===== config.mk =====
export PLATFORM = sky130hd
export DESIGN_NAME = sym_dec_fir
export DESIGN_NICKNAME = d
export VERILOG_FILES = /design/src/rtl/fir_pkg.sv /design/src/rtl/fir_coef_bank.sv /design/src/rtl/fir_tap_line.sv /design/src/rtl/fir_mac_engine.sv /design/src/rtl/sym_dec_fir.sv
export SDC_FILE = /design/constraint.sdc
export NUM_CORES = 2
export LEC_CHECK = 0
export BUFFER_PORTS_ARGS = -buffer_cell sky130_fd_sc_hd__buf_2
export CORE_MARGIN = 1
export CORE_UTILIZATION = 55
export CTS_CLUSTER_DIAMETER = 200
export DETAILED_ROUTE_END_ITERATION = 6
export GPL_ROUTABILITY_DRIVEN = 0
export PLACE_DENSITY = 0.7
export SLEW_MARGIN = 30
export SYNTH_ARGS = -nofsm -noshare
export SYNTH_HDL_FRONTEND = slang
export SYNTH_SLANG_ARGS = --single-unit

===== constraint.sdc =====
create_clock -name clk -period 22.9 [get_ports clk]
set_clock_uncertainty 0.05 [all_clocks]
set_input_delay 4.58 -clock clk [delete_from_list [all_inputs] [get_ports clk]]
set_output_delay 4.58 -clock clk [all_outputs]
set_load 0.005 [all_outputs]

===== src/rtl/fir_pkg.sv =====
package fir_pkg;
    localparam int DATA_W        = 18;
    localparam int COEF_W        = 16;
    localparam int MAX_SYM_TAPS  = 63;
    localparam int MAX_ASYM_TAPS = 32;
    localparam int MAX_DEC       = 64;

    localparam int TAP_W   = $clog2(MAX_SYM_TAPS + 1);
    localparam int CADDR_W = $clog2(MAX_ASYM_TAPS);
    localparam int DEC_W   = $clog2(MAX_DEC + 1);
    localparam int IDX_W   = TAP_W + 1;
    localparam int PRE_W   = DATA_W + 1;
    localparam int PROD_W  = PRE_W + COEF_W;
    localparam int ACC_W   = PROD_W + CADDR_W;
    localparam int FRAC    = COEF_W - 1;

    localparam logic signed [ACC_W-1:0] RND_HALF = ACC_W'(1) <<< (FRAC - 1);
    localparam logic signed [ACC_W-1:0] SAT_HI   = (ACC_W'(1) <<< (DATA_W - 1)) - ACC_W'(1);
    localparam logic signed [ACC_W-1:0] SAT_LO   = -(ACC_W'(1) <<< (DATA_W - 1));

    typedef struct packed {
        logic [TAP_W-1:0] taps;
        logic             sym;
        logic             odd;
        logic [DEC_W-1:0] dec;
    } fir_cfg_t;

    typedef enum logic {MAC_IDLE, MAC_RUN} mac_state_e;

    function automatic logic [TAP_W-1:0] mult_count(input fir_cfg_t c);
        if (c.sym) return TAP_W'((int'(c.taps) + 1) / 2);
        return c.taps;
    endfunction

    function automatic logic cfg_legal(input fir_cfg_t c);
        int n;
        n = int'(c.taps);
        if (n == 0 || c.dec == '0 || int'(c.dec) > MAX_DEC) return 1'b0;
        if (c.sym ? (n > MAX_SYM_TAPS) : (n > MAX_ASYM_TAPS)) return 1'b0;
        return int'(mult_count(c)) <= int'(c.dec);
    endfunction

    function automatic logic signed [DATA_W-1:0] round_sat(input logic signed [ACC_W-1:0] a);
        logic signed [ACC_W-1:0] t;
        t = (a + RND_HALF) >>> FRAC;
        if (t > SAT_HI) return DATA_W'(SAT_HI);
        if (t < SAT_LO) return DATA_W'(SAT_LO);
        return DATA_W'(t);
    endfunction
endpackage


===== src/rtl/fir_coef_bank.sv =====
module fir_coef_bank #(
    parameter int COEF_W = fir_pkg::COEF_W,
    parameter int DEPTH  = fir_pkg::MAX_ASYM_TAPS,
    localparam int AW    = $clog2(DEPTH)
) (
    input  logic                     clk,
    input  logic                     rst,
    input  logic                     we,
    input  logic [AW-1:0]            waddr,
    input  logic signed [COEF_W-1:0] wdata,
    input  logic [AW-1:0]            raddr,
    output logic signed [COEF_W-1:0] rdata
);
    logic signed [COEF_W-1:0] mem [DEPTH];

    always_ff @(posedge clk) begin
        if (we) mem[waddr] <= wdata;
    end

    assign rdata = mem[raddr];

    // a write is visible at its address on the following cycle
    p_coef_write_r10: assert property (@(posedge clk) disable iff (rst)
        we |=> mem[$past(waddr)] == $past(wdata));
endmodule


===== src/rtl/fir_tap_line.sv =====
module fir_tap_line #(
    parameter int DATA_W = fir_pkg::DATA_W,
    parameter int DEPTH  = fir_pkg::MAX_SYM_TAPS,
    parameter int IDX_W  = fir_pkg::IDX_W
) (
    input  logic                     clk,
    input  logic                     rst,
    input  logic                     shift_en,
    input  logic signed [DATA_W-1:0] din,
    input  logic [IDX_W-1:0]         idx_a,
    input  logic [IDX_W-1:0]         idx_b,
    output logic signed [DATA_W-1:0] dout_a,
    output logic signed [DATA_W-1:0] dout_b
);
    logic signed [DATA_W-1:0] stage [DEPTH];

    always_ff @(posedge clk) begin
        if (rst)           stage[0] <= '0;
        else if (shift_en) stage[0] <= din;
    end

    for (genvar g = 1; g < DEPTH; g++) begin : g_stage
        always_ff @(posedge clk) begin
            if (rst)           stage[g] <= '0;
            else if (shift_en) stage[g] <= stage[g-1];
        end
    end

    assign dout_a = (int'(idx_a) < DEPTH) ? stage[idx_a] : '0;
    assign dout_b = (int'(idx_b) < DEPTH) ? stage[idx_b] : '0;
endmodule


===== src/rtl/fir_mac_engine.sv =====
module fir_mac_engine
    import fir_pkg::*;
(
    input  logic                      clk,
    input  logic                      rst,
    input  fir_cfg_t                  cfg,
    input  logic                      cfg_ok,
    input  logic [TAP_W-1:0]          mults,
    input  logic                      start,
    input  logic                      in_shift,
    input  logic signed [DATA_W-1:0]  samp_a,
    input  logic signed [DATA_W-1:0]  samp_b,
    input  logic signed [COEF_W-1:0]  coef,
    output logic [IDX_W-1:0]          idx_a,
    output logic [IDX_W-1:0]          idx_b,
    output logic [CADDR_W-1:0]        coef_addr,
    output logic                      out_valid,
    output logic signed [DATA_W-1:0]  out_data
);
    mac_state_e              state;
    logic [TAP_W-1:0]        step;
    logic [TAP_W-1:0]        arr;
    logic signed [ACC_W-1:0] acc;
    logic signed [PRE_W-1:0] pre;
    logic signed [COEF_W-1:0] coef_eff;
    logic signed [PROD_W-1:0] prod;
    logic                    busy, last, centre;

    assign busy      = (state == MAC_RUN);
    assign last      = busy && (step == mults - TAP_W'(1));
    assign centre    = cfg.sym && cfg.taps[0] && (step == mults - TAP_W'(1));
    assign coef_addr = step[CADDR_W-1:0];
    // arr counts samples shifted in since the start, so older data moved up
    assign idx_a = IDX_W'(step) + IDX_W'(arr);
    assign idx_b = IDX_W'(cfg.taps) - IDX_W'(1) - IDX_W'(step) + IDX_W'(arr);

    always_comb begin
        if (!cfg.sym || centre) pre = PRE_W'(samp_a);
        else if (cfg.odd)       pre = PRE_W'(samp_a) - PRE_W'(samp_b);
        else                    pre = PRE_W'(samp_a) + PRE_W'(samp_b);
        coef_eff = (centre && cfg.odd) ? '0 : coef;
        prod     = PROD_W'(pre) * PROD_W'(coef_eff);
    end

    always_ff @(posedge clk) begin
        if (rst) begin
            state     <= MAC_IDLE;
            step      <= '0;
            arr       <= '0;
            acc       <= '0;
            out_valid <= 1'b0;
            out_data  <= '0;
        end else begin
            out_valid <= 1'b0;
            if (busy) begin
                acc  <= acc + ACC_W'(prod);
                step <= step + TAP_W'(1);
                if (in_shift) arr <= arr + TAP_W'(1);
                if (last) begin
                    out_valid <= cfg_ok;
                    out_data  <= round_sat(acc + ACC_W'(prod));
                    state     <= MAC_IDLE;
                end
            end
            if (start) begin
                state <= MAC_RUN;
                step  <= '0;
                arr   <= '0;
                acc   <= '0;
            end
            if (!cfg_ok) state <= MAC_IDLE;
        end
    end

    // arrivals during a run never outpace the step count
    p_arr_bound_r9: assert property (@(posedge clk) disable iff (rst)
        busy |-> arr <= step);
    // the run never steps past the multiply count
    p_step_bound_r6: assert property (@(posedge clk) disable iff (rst)
        busy |-> step < mults);
    // an illegal setting leaves the engine silent
    p_quiet_on_err_r6: assert property (@(posedge clk) disable iff (rst)
        !cfg_ok |=> !busy && !out_valid);
    // a result only follows an active run
    p_out_after_run_r5: assert property (@(posedge clk) disable iff (rst)
        out_valid |-> $past(busy));
endmodule


===== src/rtl/sym_dec_fir.sv =====
module sym_dec_fir
    import fir_pkg::*;
#(
    parameter int P_DATA_W = DATA_W,
    parameter int P_COEF_W = COEF_W,
    parameter int P_TAP_W  = TAP_W,
    parameter int P_DEC_W  = DEC_W,
    parameter int P_CADR_W = CADDR_W
) (
    input  logic                clk,
    input  logic                rst,
    input  logic [P_TAP_W-1:0]  cfg_taps,
    input  logic                cfg_sym,
    input  logic                cfg_odd,
    input  logic [P_DEC_W-1:0]  cfg_dec,
    input  logic                coef_we,
    input  logic [P_CADR_W-1:0] coef_addr,
    input  logic [P_COEF_W-1:0] coef_wdata,
    input  logic                in_valid,
    input  logic [P_DATA_W-1:0] in_data,
    output logic                out_valid,
    output logic [P_DATA_W-1:0] out_data,
    output logic                cfg_err
);
    fir_cfg_t                 cfg;
    logic                     ok, start;
    logic [DEC_W-1:0]         phase;
    logic [TAP_W-1:0]         mults;
    logic [IDX_W-1:0]         idx_a, idx_b;
    logic [CADDR_W-1:0]       rd_addr;
    logic signed [DATA_W-1:0] samp_a, samp_b, res;
    logic signed [COEF_W-1:0] coef;

    assign cfg     = '{taps: cfg_taps, sym: cfg_sym, odd: cfg_odd, dec: cfg_dec};
    assign ok      = cfg_legal(cfg);
    assign mults   = mult_count(cfg);
    assign cfg_err = !ok;
    assign start   = in_valid && ok && (phase == '0);

    always_ff @(posedge clk) begin
        if (rst) phase <= '0;
        else if (in_valid && ok)
            phase <= (phase == cfg.dec - DEC_W'(1)) ? '0 : phase + DEC_W'(1);
    end

    fir_coef_bank #(.COEF_W(COEF_W), .DEPTH(MAX_ASYM_TAPS)) u_coef (
        .clk(clk), .rst(rst), .we(coef_we), .waddr(coef_addr),
        .wdata($signed(coef_wdata)), .raddr(rd_addr), .rdata(coef));

    fir_tap_line #(.DATA_W(DATA_W), .DEPTH(MAX_SYM_TAPS), .IDX_W(IDX_W)) u_line (
        .clk(clk), .rst(rst), .shift_en(in_valid), .din($signed(in_data)),
        .idx_a(idx_a), .idx_b(idx_b), .dout_a(samp_a), .dout_b(samp_b));

    fir_mac_engine u_mac (
        .clk(clk), .rst(rst), .cfg(cfg), .cfg_ok(ok), .mults(mults),
        .start(start), .in_shift(in_valid), .samp_a(samp_a), .samp_b(samp_b),
        .coef(coef), .idx_a(idx_a), .idx_b(idx_b), .coef_addr(rd_addr),
        .out_valid(out_valid), .out_data(res));

    assign out_data = res;

    // phase stays inside the decimation window
    p_phase_range_r5: assert property (@(posedge clk) disable iff (rst)
        ok |-> phase < cfg.dec);
    // no result in the first cycle after reset
    p_reset_quiet_r8: assert property (@(posedge clk)
        $fell(rst) |-> !out_valid);
endmodule


==> key figures <==
Timing
  • Final setup vio count: 0
  • Max Transition Viols Final: 0
  • Max_slew headroom: 0.290
  • TNS Setup: 0 ns
  • Unrepaired setup endpoints after global routing: false
  • Minimum clock period: 20.51 ns
  • Fmax: 48.8 MHz
  • Final Cycle Share: 0.896
  • Worst-Margin Slew: 1.06 ns
  • Hold Fails Final Rpt: 0

Place
  • IO Port Bufs: 77
  • Dpl hpwl: 149,000 µm

Logic synthesis
  • FF+latch count, synth: 1,730
  • Post-synth EDFFs: 1,646
  • Async SR Flop Fraction: 0
  • Top cells by instance count after synthesis: edfxtp_1, and2_1, mux4_2
  • Seq/Total Area, Yosys: 0.507
  • Syn_nets: 7,505
  • Dominant cell type by area after synthesis: edfxtp_1
  • Most common cell in the netlist: edfxtp_1
  • Post-synth top area share: 0.491
  • Distinct cells, synth: 99
  • Ys flop type: edfxtp_1
  • Post-Syn Area: 101,000 µm²
  • Top cells by area, synth: edfxtp_1, mux4_2, and2_1
  • Yosys warning count: 0
  • Cells after synthesis: 6,915
  • Syn_area_per_cell: 14.6 µm²

Route
  • DR iter-0 viols: 6,665
  • Total routed wirelength: 237,000 µm
  • DRT Pass-1 Iters: 7
  • Number of routed nets with antenna violations: 0
  • Routed vias: 59.2k
  • Routed length per placed instance: 25.3 µm
  • Drc violations: 1
  • DR vias/cell: 6.30

CTS
  • CTS sink cnt: 1,730
  • Max clock buf depth: 3
  • Cts hold-fix bufs: 0
  • CTS tree: done
  • Clock buffer count from CTS: 183
  • CTS HTree Levels: 4
  • Worst-Skew Late Latency: 0.87 ns
  • Setup Fix Bufs, Post-CTS: 0
  • Reg clk slew, reported paths: 0.06 ns
  • CTS resizes: 0
  • CTS Root Cell: clkbuf_16

Worst setup path
  • Worst Path Buf+Inv: 10
  • CP Capture Type: flop
  • Critical path's top delay family: adder cells
  • Setup Crit Path Kind: in -> reg
  • WP data arrival: 21.15 ns
  • CP startpoint kind: input port
  • CP required: 23.54 ns
  • CP peak stage delay: 1.33 ns
  • Most frequent CP cell: inv_1
  • CP max FO: 78
  • Max stage delay cell, worst path: fa_4

Floorplanning
  • Starting density of the core: 0.556
  • Std-Cell Rows: 156
  • Ports: 78
  • Core area: 181,000 µm²
  • Total Die Area: 185,000 µm²
  • DIE HEIGHT: 430 µm
  • Chip width: 430 µm

Global routing
  • Antenna violations before repair: 8
  • Total gr overflow: 0
  • First-pass GRT wire length: 371,000 µm
  • Global-route total usage across every layer: 0.261
  • Vias in the first global route: 60.5k
  • Largest net degree at the start of global routing: 273

Worst hold path
  • Worst Hold Class: reg -> reg

Cells and area
  • Area Overhead vs Synth: 8.73%
  • Layout Nets: 7,473
  • Share of cells above drive strength 1: 0.195
  • # fillers: 13.4k
  • Final Util: 0.604

Outcome
  • Outcome: complete, but fails checks
  • Failing checks: design-rule violations

Job
  • MaxCap Viol Count: 0
## cell usage in the layout (no fill, tap or decap), drive strengths merged, types with 16 or more instances in the layout
| master | n |
|---|---|
| a31oi | 33 |
| ha | 159 |
| buf | 220 |
| nand4 | 28 |
| a211oi | 39 |
| xor2 | 38 |
| nand3 | 33 |
| fa | 373 |
| nor2 | 259 |
| nor2b | 36 |
| bufinv | 16 |
| nand2b | 65 |
| clkbuf | 224 |
| nor3 | 104 |
| inv | 538 |
| dfxtp | 84 |
| a21oi | 95 |
| o21ai | 107 |
| xnor2 | 75 |
| and2 | 1220 |
| mux4 | 816 |
| mux2i | 153 |
| and3 | 27 |
| a21o | 21 |
| edfxtp | 1646 |
| nand2 | 298 |
| clkinv | 76 |
## per-layer routing
layer,vias up,global-route usage,share of wire
li1,25500,-,-
met2,2483,0.400,0.47
met4,4,0.0848,0.030
met3,402,0.0420,0.075
met1,30900,0.384,0.43
met5,-,0,0.00011
## cell type report
cell class | instances | area (µm²) | area share
diodes | 4 | 10.0 | 0.0000914
clock buffers | 224 | 4810 | 0.0439
clock inverters | 104 | 1120 | 0.0103
inverters | 530 | 1990 | 0.0182
multi-input cells | 4218 | 45800 | 0.418
flip-flops and latches | 1730 | 51100 | 0.467
well taps | 2370 | 2970 | 0.0271
repair buffers | 220 | 1750 | 0.0160
## state kept, by name, summed over array words and instances (netlist names), named ones only
register / count
phase: 7
u_coef.mem: 512
u_line.stage: 1134
u_mac.acc: 40
u_mac.arr: 6
u_mac.busy: 1
u_mac.out_data: 18
u_mac.out_valid: 1
u_mac.step: 6
## tightest hold or removal path, delay by kind of cell (launching register included)
kind | cells | cell delay, ns
AND/OR/NAND/NOR | 1 | 0.09
AO/OA/AOI/OAI | 1 | 0.05
flip-flops | 1 | 0.30
## through the flow
step	worst slack (ns)	std cells	hold WS, ns	instance area (µm²)
4_1_cts	2.66	9391	0.450	109000
3_3_place_gp	2.20	9063	0.427	103000
6_report	2.39	9400	0.444	110000
5_1_grt	1.47	9398	0.459	110000
3_5_place_dp	1.80	9063	0.437	103000
2_1_floorplan	3.24	6915	0.405	101000
## logic make-up (layout without fill, tap and decap cells)
kind of cell | count (synthesis) | in the layout | synth area share
AND/OR/NAND/NOR | 2163 | 2163 | 0.120
flip-flops | 1730 | 1730 | 0.507
multiplexers | 982 | 982 | 0.200
buffers and inverters | 967 | 1078 | 0.0407
adder cells (fa/ha/maj) | 532 | 532 | 0.0939
AO/OA/AOI/OAI | 427 | 427 | 0.0283
XOR/XNOR | 114 | 114 | 0.0101
other | 0 | 4 | 0
## final timing paths
| check | startpoint | cells after the start | slack, ns | to |
|---|---|---|---|---|
| setup / recovery | cfg_taps[0] | 53 | 2.39 | u_mac.out_data[1]$_SDFFE_PP0P_ |
| hold / removal | u_mac.out_data[17]$_SDFFE_PP0P_ | 2 | 0.44 | u_mac.out_data[17]$_SDFFE_PP0P_ |
| setup reg to reg | u_mac.step[1]$_SDFFE_PP0P_ | 51 | 5.64 | u_mac.out_data[1]$_SDFFE_PP0P_ |
| hold reg to reg | u_mac.out_data[17]$_SDFFE_PP0P_ | 2 | 0.44 | u_mac.out_data[17]$_SDFFE_PP0P_ |
Power is left out: the tool's default activity adds up to more than one toggle a clock period on the data nets, which glitch-free logic cannot reach.
